File: src/rtl/i2c_addr_pkg.sv
package i2c_addr_pkg;

    localparam int BYTE_W = 8;
    localparam int HDR_W  = 5;
    localparam logic [HDR_W-1:0] TENBIT_HDR = 5'b11110;

    typedef enum logic [1:0] {
        PH_IDLE,
        PH_FIRST,
        PH_SECOND,
        PH_SEL
    } phase_t;

    typedef enum logic [1:0] {
        VD_NACK,
        VD_ACK_HOLD,
        VD_ACK_SEL
    } verdict_t;

    typedef struct packed {
        logic valid;
        logic ack;
    } reply_t;

    function automatic logic is_tenbit_hdr(input logic [BYTE_W-1:0] b);
        return b[BYTE_W-1 -: HDR_W] == TENBIT_HDR;
    endfunction

    function automatic logic is_gcall(input logic [BYTE_W-1:0] b);
        return b[BYTE_W-1:1] == '0;
    endfunction

endpackage

File: src/rtl/i2c_addr_cmp.sv
module i2c_addr_cmp
    import i2c_addr_pkg::*;
#(
    parameter int W = BYTE_W
) (
    input  logic [W-1:0] rx_byte,
    input  logic [W-1:0] own_addr,
    input  logic [W-1:0] ext_addr,
    output verdict_t     first_v,
    output logic         second_ok
);
    localparam int HI_BITS = 2;

    always_comb begin
        if (is_tenbit_hdr(rx_byte)) begin
            first_v = (rx_byte[HI_BITS:1] == own_addr[HI_BITS:1]) ? VD_ACK_HOLD : VD_NACK;
        end else if (is_gcall(rx_byte)) begin
            first_v = own_addr[0] ? VD_ACK_SEL : VD_NACK;
        end else begin
            first_v = (rx_byte[W-1:1] == own_addr[W-1:1]) ? VD_ACK_SEL : VD_NACK;
        end
    end

    assign second_ok = (rx_byte == ext_addr);

endmodule

File: src/rtl/i2c_addr_fsm.sv
module i2c_addr_fsm
    import i2c_addr_pkg::*;
#(
    parameter int W = BYTE_W
) (
    input  logic         clk,
    input  logic         rst,
    input  logic         soft_rst,
    input  logic         start_det,
    input  logic         stop_det,
    input  logic         byte_vld,
    input  logic         rw_bit,
    input  verdict_t     first_v,
    input  logic         second_ok,
    output reply_t       reply,
    output logic         selected,
    output logic         rw_dir,
    output logic         sel_set
);
    phase_t phase_q;

    always_comb begin
        sel_set = 1'b0;
        if (!rst && !soft_rst && !start_det && !stop_det && byte_vld) begin
            sel_set = ((phase_q == PH_FIRST)  && (first_v == VD_ACK_SEL)) ||
                      ((phase_q == PH_SECOND) && second_ok);
        end
    end

    always_ff @(posedge clk) begin
        if (rst || soft_rst) begin
            phase_q  <= PH_IDLE;
            reply    <= '0;
            selected <= 1'b0;
            rw_dir   <= 1'b0;
        end else begin
            reply <= '0;
            if (start_det) begin
                phase_q  <= PH_FIRST;
                selected <= 1'b0;
            end else if (stop_det) begin
                phase_q  <= PH_IDLE;
                selected <= 1'b0;
            end else if (byte_vld) begin
                case (phase_q)
                    PH_FIRST: begin
                        reply.valid <= 1'b1;
                        case (first_v)
                            VD_ACK_SEL: begin
                                reply.ack <= 1'b1;
                                selected  <= 1'b1;
                                rw_dir    <= rw_bit;
                                phase_q   <= PH_SEL;
                            end
                            VD_ACK_HOLD: begin
                                reply.ack <= 1'b1;
                                rw_dir    <= rw_bit;
                                phase_q   <= PH_SECOND;
                            end
                            default: phase_q <= PH_IDLE;
                        endcase
                    end
                    PH_SECOND: begin
                        reply.valid <= 1'b1;
                        if (second_ok) begin
                            reply.ack <= 1'b1;
                            selected  <= 1'b1;
                            phase_q   <= PH_SEL;
                        end else begin
                            phase_q <= PH_IDLE;
                        end
                    end
                    default: ;
                endcase
            end
        end
    end

    // while waiting for the second 10-bit byte the slave is never selected
    assert_tenbit_hold_R5: assert property (@(posedge clk) disable iff (rst)
        (phase_q == PH_SECOND) |-> !selected);

    // a STOP without a START deselects on the next edge
    assert_stop_clears_R7: assert property (@(posedge clk) disable iff (rst)
        (stop_det && !start_det) |=> !selected);

    // a decision only ever follows a byte strobe
    assert_reply_after_byte_R8: assert property (@(posedge clk) disable iff (rst)
        reply.valid |-> $past(byte_vld));

    // a START takes precedence over a coincident byte
    assert_start_wins_R11: assert property (@(posedge clk) disable iff (rst)
        (start_det && !soft_rst) |=> !reply.valid);

endmodule

File: src/rtl/i2c_addr_irq.sv
module i2c_addr_irq (
    input  logic clk,
    input  logic rst,
    input  logic soft_rst,
    input  logic set_req,
    input  logic clr_req,
    output logic irq
);
    always_ff @(posedge clk) begin
        if (rst || soft_rst) begin
            irq <= 1'b0;
        end else if (set_req) begin
            irq <= 1'b1;
        end else if (clr_req) begin
            irq <= 1'b0;
        end
    end

    // the request holds until software clears it
    assert_irq_hold_R9: assert property (@(posedge clk) disable iff (rst)
        (irq && !clr_req && !soft_rst) |=> irq);

    // a software reset drops the request
    assert_soft_clear_R10: assert property (@(posedge clk) disable iff (rst)
        soft_rst |=> !irq);

endmodule

File: src/rtl/i2c_addr_match.sv
module i2c_addr_match
    import i2c_addr_pkg::*;
(
    input  logic              clk,
    input  logic              rst,
    input  logic              soft_rst,
    input  logic [BYTE_W-1:0] own_addr,
    input  logic [BYTE_W-1:0] ext_addr,
    input  logic              start_det,
    input  logic              stop_det,
    input  logic              byte_vld,
    input  logic [BYTE_W-1:0] byte_data,
    input  logic              irq_clr,
    output logic              ack_vld,
    output logic              ack,
    output logic              selected,
    output logic              rw_dir,
    output logic              irq
);
    verdict_t first_v;
    logic     second_ok;
    logic     sel_set;
    reply_t   reply;

    i2c_addr_cmp #(.W(BYTE_W)) u_cmp (
        .rx_byte  (byte_data),
        .own_addr (own_addr),
        .ext_addr (ext_addr),
        .first_v  (first_v),
        .second_ok(second_ok)
    );

    i2c_addr_fsm #(.W(BYTE_W)) u_fsm (
        .clk      (clk),
        .rst      (rst),
        .soft_rst (soft_rst),
        .start_det(start_det),
        .stop_det (stop_det),
        .byte_vld (byte_vld),
        .rw_bit   (byte_data[0]),
        .first_v  (first_v),
        .second_ok(second_ok),
        .reply    (reply),
        .selected (selected),
        .rw_dir   (rw_dir),
        .sel_set  (sel_set)
    );

    i2c_addr_irq u_irq (
        .clk     (clk),
        .rst     (rst),
        .soft_rst(soft_rst),
        .set_req (sel_set),
        .clr_req (irq_clr),
        .irq     (irq)
    );

    assign ack_vld = reply.valid;
    assign ack     = reply.ack;

    // every new selection comes with an interrupt request
    assert_sel_irq_R2: assert property (@(posedge clk) disable iff (rst)
        $rose(selected) |-> irq);

    // a NACK never coincides with a selection
    assert_nack_nosel_R3: assert property (@(posedge clk) disable iff (rst)
        (ack_vld && !ack) |-> !selected);

endmodule

File: config.mk
export PLATFORM = sky130hd
export DESIGN_NAME = i2c_addr_match
export DESIGN_NICKNAME = d
export VERILOG_FILES = /design/src/rtl/i2c_addr_pkg.sv /design/src/rtl/i2c_addr_cmp.sv /design/src/rtl/i2c_addr_fsm.sv /design/src/rtl/i2c_addr_irq.sv /design/src/rtl/i2c_addr_match.sv
export SDC_FILE = /design/constraint.sdc
export NUM_CORES = 1
export LEC_CHECK = 0
export BUFFER_PORTS_ARGS = -buffer_cell sky130_fd_sc_hd__buf_2
export CAP_MARGIN = 10
export CORE_MARGIN = 2
export CORE_UTILIZATION = 40
export CTS_CLUSTER_SIZE = 8
export DETAILED_ROUTE_END_ITERATION = 8
export PLACE_DENSITY = 0.81
export SETUP_SLACK_MARGIN = 0.05
export SYNTH_ARGS = -nofsm -noshare
export SYNTH_HDL_FRONTEND = slang
export SYNTH_SLANG_ARGS = --single-unit
File: constraint.sdc
create_clock -name clk -period 2 [get_ports clk]
set_clock_uncertainty 0.15 [all_clocks]
set_input_delay 0.2 -clock clk [delete_from_list [all_inputs] [get_ports clk]]
set_output_delay 0.2 -clock clk [all_outputs]
set_load 0.005 [all_outputs]
# Word-level counts from Yosys, hierarchy flattened
# Cells that the tools add are included.
# Widths: inputs -> output; s select.
[word_totals] register_bits=7
[op_classes] n_eq_ne=10 muxes=20 n_bitwise=3 n_reduce_logical=24
[ops] op="$pmux 2 s2" count=3
[ops] op="$mux 1" count=11
[ops] op="$mux 2" count=5
[ops] op="$eq 8x8->1" count=1
[ops] op="$eq 7x7->1" count=1
[ops] op="$logic_not 7->1" count=1
[ops] op="$logic_and 1x1->1" count=6
[ops] op="$eq 5x5->1 const B" count=1
[ops] op="$reduce_and 5->1" count=1
[ops] op="$eq 2x1->1 const B" count=2
[ops] op="$eq 2x2->1 const B" count=2
[ops] op="$logic_not 1->1" count=4
[ops] op="$reduce_and 2->1" count=2
[ops] op="$reduce_and 4->1" count=1
[ops] op="$reduce_bool 2->1" count=2
[ops] op="$reduce_bool 4->1" count=1
[ops] op="$reduce_or 4->1" count=1
[ops] op="$not 1->1" count=3
[ops] op="$reduce_bool 3->1" count=1
[ops] op="$reduce_or 3->1" count=1
[ops] op="$eq 2x2->1" count=1
[ops] op="$logic_or 1x1->1" count=2
[ops] op="$ne 2x1->1 const B" count=1
[ops] op="$ne 2x2->1 const B" count=1
[ops] op="2 further kinds" count=2

# Longest topological paths before layout
# Gate-level depths: netlist of the first run.
[logic_depth] depth_word=10 mapped_depth=9 depth_no_buf=9

# Cells and area by module
# A second synthesis of the first run with hierarchy kept.
[hier_totals] hier_cells=72 area_unflattened_um2=608.1
[modules_own_cells] module="i2c_addr_fsm" instances=1 cells_per_inst=39 area_per_inst_um2=351.6
[modules_own_cells] module="i2c_addr_cmp" instances=1 cells_per_inst=29 area_per_inst_um2=211.5
[modules_own_cells] module="i2c_addr_irq" instances=1 cells_per_inst=4 area_per_inst_um2=45.0

# Worst setup path before layout of the first run
# Ideal clock, no wire load.
[synth_path] path_kind="input-to-reg" from="input byte_data[7]" to="register u_fsm.rw_dir" t_arrival_ns=1.472 t_required_ns=1.734 slack_ns=0.262 stages=9 n_path_buf=0 path_cell_list="nor4_1 > nand2_1 > nand4_1 > a21oi_1 > ha_1 > nand2b_1 > nand2b_1 > mux2i_1 > nor3_1"
[synth_between] elab_chain_cells=7 elab_cells_between_ends=10 classes_between="eq/ne: 4; mux: 3; reduce/logical: 3"
[synth_rtl] item="from (decl)" line="i2c_addr_match.sv:12" source="input logic [BYTE_W-1:0] byte_data,"
[synth_rtl] item="$eq 7x7->1" line="i2c_addr_cmp.sv:20" source="first_v = (rx_byte[W-1:1] == own_addr[W-1:1]) ? VD_ACK_SEL : VD_NACK;"
[synth_rtl] item="$mux 2" line="i2c_addr_cmp.sv:20"
[synth_rtl] item="$mux 2" line="i2c_addr_cmp.sv:17" source="end else if (is_gcall(rx_byte)) begin"
[synth_rtl] item="$mux 2 *" line="i2c_addr_cmp.sv:15" source="if (is_tenbit_hdr(rx_byte)) begin"
[synth_rtl] item="$eq 2x1->1 / $eq 2x2->1 (equally long branches)" line="i2c_addr_fsm.sv:48" source="case (first_v)"
[synth_rtl] item="$reduce_or 2->1 (no source line) *"
[synth_rtl] item="$reduce_and 5->1 (no source line) *"
[synth_rtl] item="to (signal assigned)" line="i2c_addr_fsm.sv:52" source="rw_dir <= rw_bit;"
[synth_rtl] item="to (signal assigned)" line="i2c_addr_fsm.sv:57" source="rw_dir <= rw_bit;"
[synth_rtl] item="to (decl)" line="i2c_addr_fsm.sv:17" source="output logic rw_dir,"
# Mark *: on every way between the ends. The rest lies on a longest branch, timed or not.
# A chain may end at the register's enable or synchronous reset.

# Final worst setup path of the first run
[layout_path] from="input byte_data[5]" to="register u_fsm.rw_dir"
# The elaborated chain is that of the path after synthesis.

==> results of run 1 <==
==> cells by family after synthesis <==
| logic type | Yosys count | share of synthesized area (%) |
|---|---|---|
| simple gates | 31 | 29.3 |
| fa+ha+maj | 3 | 6.37 |
| mux | 2 | 3.61 |
| compound gates | 10 | 12.7 |
| xor+xnor | 15 | 22.3 |
| flops | 7 | 23.8 |
| buf+inv | 3 | 1.91 |
==> worst register-to-register path, stage by stage, from the launching register on <==
cell and delay (ns):
dfxtp_1 0.34, inv_1 0.07, ha_1 0.28, nand2b_1 0.21, a21o_1 0.22, nor4_1 0.27, a221o_1 0.16
==> flip-flops by register name (all words and copies together) (netlist names) <==
name and cells:
u_fsm.phase_q 2, u_fsm.reply 2, u_fsm.rw_dir 1, u_fsm.selected 1, u_irq.irq 1
==> report_power, final <==
part / total [mW] / internal (mW) / leakage, nW / switching (mW)
registers: 0.142 / 0.141 / 0.0565 / 0.000749
clock network: 0.132 / 0.0763 / 0.0150 / 0.0557
logic: 0.0900 / 0.0441 / 0.312 / 0.0459
total: 0.364 / 0.261 / 0.384 / 0.102
==> placed cells by master, fill, tap and decap left out, types with 4 or more instances in the layout <==
master    n
nand2_1   4
buf_2    35
xor2_1   15
nor2_1    8
dfxtp_1   7
==> through the flow <==
stage,setup TNS [ns],setup WS [ns],cells,util [%],hold WS [ns]
floorplan,0,0.262,71,-,0.127
finish,0,0.208,125,61.2,0.0115
global route,0,0.0288,125,61.2,0.0254
global placement,0,0.0176,121,58.7,0.271
detailed placement,-0.0433,-0.0433,121,58.7,0.269
CTS,0,0.205,125,60.7,0.00625
==> per-layer routing <==
metal	vias up	wire length (um)	share of wire [%]	GRT usage [%]
met5	-	0	0	0
met3	2	127	9.2	3.02
met2	34	652	47	32.3
li1	337	-	-	-
met1	279	586	42	19.6
met4	0	15	1.1	7.50
==> layout make-up <==
type,instances,area [um^2],share of cell area (%)
repair buffers,35,175,21.5
flip-flops and latches,7,140,17.2
inverters,3,11.3,1.38
clock buffers,4,26.3,3.22
multi-input cells,61,444,54.4
well taps,15,18.8,2.30
==> path summary, 6_finish.rpt <==
check | from | to | slack [ns] | cells past startpoint
min reg2reg | u_fsm.phase_q[1] | u_fsm.phase_q[1] | 0.34 | 2
min | rst | u_fsm.rw_dir | 0.01 | 2
max | byte_data[5] | u_fsm.rw_dir | 0.21 | 10
max reg2reg | u_fsm.phase_q[0] | u_fsm.phase_q[0] | 0.25 | 6
==> results.json, run 1 <==
{
  "status": "finished, final reports clean",
  "period_share_pct": 89.6,
  "postPlaceCellArea_um2": 783,
  "clock_path_buffers": 2,
  "ys_top_cells_by_area": "dfxtp_1 (24%), xor2_1 (22%), ha_1 (6.4%)",
  "clk_pin_slew_ns": 0.05,
  "diodes": 0,
  "num_rows": 13,
  "grt_pass1_wl_um": 2460,
  "synth.distinct_cells": 25,
  "grt_util_all_layers_pct": 17.6,
  "syn2layout_area_growth_pct": 38.4,
  "dieArea_mm2": 0.00180,
  "hold_path_class": "in -> reg",
  "io_buffers": 35,
  "yosys_warnings": 0,
  "path_buf_inv": 1,
  "crit_path_max_fanout": 4,
  "wirelength_um": 1380,
  "min_period_ns": 1.79,
  "dieHeight_um": 42.4,
  "synth_area_um2": 589,
  "yosysMostFrequentCell": "xor2_1",
  "grt_pass1_vias": 617,
  "drc_errors": 0,
  "setup-violations-final": 0,
  "rsz0062_at_grt": "no",
  "cts_setup_buffers": 0,
  "numCtsBuffers": 3,
  "powerDensity_mw_per_mm2": 446,
  "synth_cells": 71,
  "leakage_nw": 0.384,
  "cts-hold-fix-buffers": 0,
  "drv_slew": 0,
  "crit_path_top_delay_cell": "ha_1",
  "synth_top_area_cell": "dfxtp_1",
  "drt_iter0_drc": 14,
  "start_util_pct": 44.2,
  "path_delay_family": "simple AND/OR/NAND/NOR gates",
  "overflow": 0,
  "synth_edf_count": 0,
  "core-area_mm2": 0.00133,
  "cts.sinks": 7,
  "ir_drop_uv": 214,
  "routed_via_density": 5.22,
  "async_flop_share_pct": 0,
  "place_hpwl_um": 1180,
  "syn-num-nets": 105,
  "yosys_most_used_dff": "dfxtp_1",
  "synth_seq_cells": 7,
  "gp_congestion": 0.818,
  "max_stage_delay_ns": 0.27,
  "grt_max_degree": 7,
  "cp-end-kind": "register",
  "cts_resized": 0,
  "maxCapViolCount": 0,
  "first_pass_iters": 2,
  "die_w_um": 42.4,
  "path_cells": "buf_2 > xor2_1 > nor3_1 > nand4_1 > a21oi_1 > ha_1 > nand2b_1 > nand2b_1 > mux2i_1 > nor3_1",
  "clock-root-buffer": "clkbuf_4",
  "wl_per_cell_um": 11.1,
  "clock_latency_ns": 0.26,
  "path_class": "in -> reg",
  "synth_commonest_cells": "xor2_1 (15), nor2_1 (8), dfxtp_1 (7), nand2_1 (4)",
  "start_kind": "input port",
  "cts-htree-levels": 1,
  "grt_antenna_before_repair": 0,
  "drtAntennaViolNets": 0,
  "max_slew.worst_pin.slew_ns": 0.396,
  "drive_gt1_share_pct": 38.2,
  "synth.top_cell.area_share_pct": 23.8,
  "stdcell_area_um2": 816,
  "fill_cells": 129,
  "num_vias": 652,
  "ys_seq_area_share_pct": 23.8,
  "slew_headroom_pct": 73.5,
  "fmax_mhz": 558,
  "cts_tree": "built",
  "hold_violations": 0,
  "worstPathRequired_ns": 1.99,
  "p_total_uw": 364,
  "num_io_pins": 36,
  "final_nets": 145,
  "critical_path_arrival_ns": 1.78,
  "syn_avg_cell_area_um2": 8.30
}
Power figures use the tool's default switching activity.
==> run 2, diff against run 1 <==
--- a/config.mk
+++ b/config.mk
@@ -5,7 +5,7 @@
 export SDC_FILE = /design/constraint.sdc
 export NUM_CORES = 1
 export LEC_CHECK = 0
-export BUFFER_PORTS_ARGS = -buffer_cell sky130_fd_sc_hd__buf_2
+export BUFFER_PORTS_ARGS = -buffer_cell sky130_fd_sc_hd__buf_4
 export CAP_MARGIN = 10
 export CORE_MARGIN = 2
 export CORE_UTILIZATION = 40
==> run 2 against run 1 <==
Against the previous run: setup slack improved by 0.080 ns; routed wire length increased by 8.6%; combinational power increased by 22%; fmax increased by 4.7%; sequential power about the same; critical endpoint unchanged.
==> results.json, run 2 (synthesized netlist as in run 1, its figures left out) <==
{
  "grt_antenna_before_repair": 0,
  "p_sw_share_pct": 26.7,
  "path_cells": "buf_4 > xor2_1 > nor3_1 > nand4_1 > a21oi_1 > ha_1 > nand2b_1 > nand2b_1 > mux2i_1 > nor3_1",
  "dieHeight_um": 42.4,
  "first_pass_iters": 4,
  "drtAntennaViolNets": 0,
  "core-area_mm2": 0.00133,
  "place_hpwl_um": 1240,
  "overflow": 0,
  "drive_gt1_share_pct": 37.5,
  "slew_headroom_pct": 71.9,
  "dp.cells": 121,
  "leakage_nw": 0.417,
  "critical_path_arrival_ns": 1.71,
  "setup_tns_ns": 0,
  "r2r_slack_ns": 0.31,
  "hold_path_class": "in -> reg",
  "crit_path_top_delay_cell": "ha_1",
  "clock_latency_ns": 0.25,
  "wl_per_cell_um": 11.8,
  "die_w_um": 42.4,
  "fmax_mhz": 584,
  "cp-end-kind": "register",
  "status": "finished, final reports clean",
  "gp_congestion": 0.843,
  "final_common_cell": "buf_4",
  "num_rows": 13,
  "cts_tree": "built",
  "num_vias": 672,
  "cts_setup_buffers": 0,
  "wirelength_um": 1500,
  "r2r-start": "u_fsm.phase_q[0]",
  "reg2reg_to": "u_fsm.phase_q[0]",
  "powerDensity_mw_per_mm2": 415,
  "fill_cells": 120,
  "cts-htree-levels": 1,
  "p_switching_uw": 102,
  "dp_worst_setup_slack_ns": -0.0250,
  "ir_drop_uv": 216,
  "final_nets": 147,
  "syn2layout_area_growth_pct": 56.7,
  "clock_path_buffers": 2,
  "p_total_uw": 383,
  "mostFrequentLayoutCells": "buf_4 (35), xor2_1 (15), nor2_1 (8), dfxtp_1 (7), nand2_1 (4)",
  "maxCapViolCount": 0,
  "diodes": 0,
  "num_io_pins": 36,
  "path_class": "in -> reg",
  "power_frac_comb_pct": 28.8,
  "grt_max_degree": 7,
  "clockPowerShare_pct": 34.3,
  "stdcell_area_um2": 923,
  "crit_path_max_fanout": 4,
  "grt_util_all_layers_pct": 18.8,
  "reg.largest.list": "u_fsm.phase_q (2), u_fsm.reply (2)",
  "min_period_ns": 1.71,
  "grt_pass1_wl_um": 2600,
  "period_share_pct": 85.6,
  "startpoint": "byte_data[5]",
  "setup_slack_ns": 0.289,
  "numCtsBuffers": 3,
  "rsz0062_at_grt": "no",
  "multi_input_area_um2": 444,
  "holdWs_ns": 0.0449,
  "final_cells": 127,
  "dieArea_mm2": 0.00180,
  "hold_violations": 0,
  "worstPathRequired_ns": 2.00,
  "drt_iter0_drc": 9,
  "routed_via_density": 5.29,
  "area.sequential_um2": 140,
  "start_kind": "input port",
  "drc_errors": 0,
  "cts.sinks": 7,
  "clock-root-buffer": "clkbuf_4",
  "max_stage_delay_ns": 0.25,
  "critPathCapture": "u_fsm.rw_dir",
  "setup-violations-final": 0,
  "final_util_pct": 69.2,
  "postPlaceCellArea_um2": 871,
  "max_slew.worst_pin.slew_ns": 0.420,
  "clk_pin_slew_ns": 0.05,
  "p_int_uw": 280,
  "drv_slew": 0,
  "grt_pass1_vias": 693,
  "start_util_pct": 44.2,
  "io_buffers": 35,
  "seq_power_share_pct": 37.0,
  "worst_r2r_path_depth": 6
}
## run 2: power groups by stage
| stage | Clock, mW | Combinational, mW | Sequential, mW |
|---|---|---|---|
| 2_1_floorplan | 0 | 0.0414 | 0.144 |
| 3_3_place_gp | 0 | 0.105 | 0.145 |
| 3_5_place_dp | 0 | 0.106 | 0.145 |
| 4_1_cts | 0.133 | 0.110 | 0.142 |
| 5_1_grt | 0.141 | 0.121 | 0.142 |
| 6_report | 0.131 | 0.110 | 0.142 |
## run 2: final cells by class
| class | instances | share of cell area, % |
|---|---|---|
| multi-input combinational | 61 | 48.1 |
| timing repair buffer | 37 | 30.6 |
| sequential | 7 | 15.2 |
| clock buffer | 4 | 2.85 |
| tap | 15 | 2.03 |
| inverter | 3 | 1.22 |
## run 2: worst max-delay path: cells and delay by family
family / cells / cell delay, ns
AO/OA/AOI/OAI: 1 / 0.17
XOR/XNOR: 1 / 0.15
buffers and inverters: 1 / 0.13
AND/OR/NAND/NOR: 5 / 0.64
multiplexers: 1 / 0.17
adder cells (fa/ha/maj): 1 / 0.25
## run 2: repair_timing
item                                    4_1_cts  5_1_grt
endpoints found under the hold margin         1        0
endpoints found under the setup margin        0        1
gates resized for setup                       0        1
hold buffers                                  2        0
## run 2: routing by layer
layer | global-route usage, % | wire (um)
met2 | 33.8 | 737
met1 | 19.2 | 592
met5 | 0 | 0
met4 | 11.9 | 41
met3 | 4.31 | 130
## run 2: worst min path at each step
stage	cells after the start	startpoint	endpoint	slack (ns)
floorplan	1	rst	u_fsm.rw_dir	0.13
global placement	2	rst	u_fsm.rw_dir	0.25
detailed placement	2	soft_rst	u_fsm.rw_dir	0.25
CTS	2	start_det	u_fsm.phase_q[0]	0.05
global route	2	start_det	u_fsm.phase_q[0]	0.06
finish	2	start_det	u_fsm.phase_q[0]	0.04
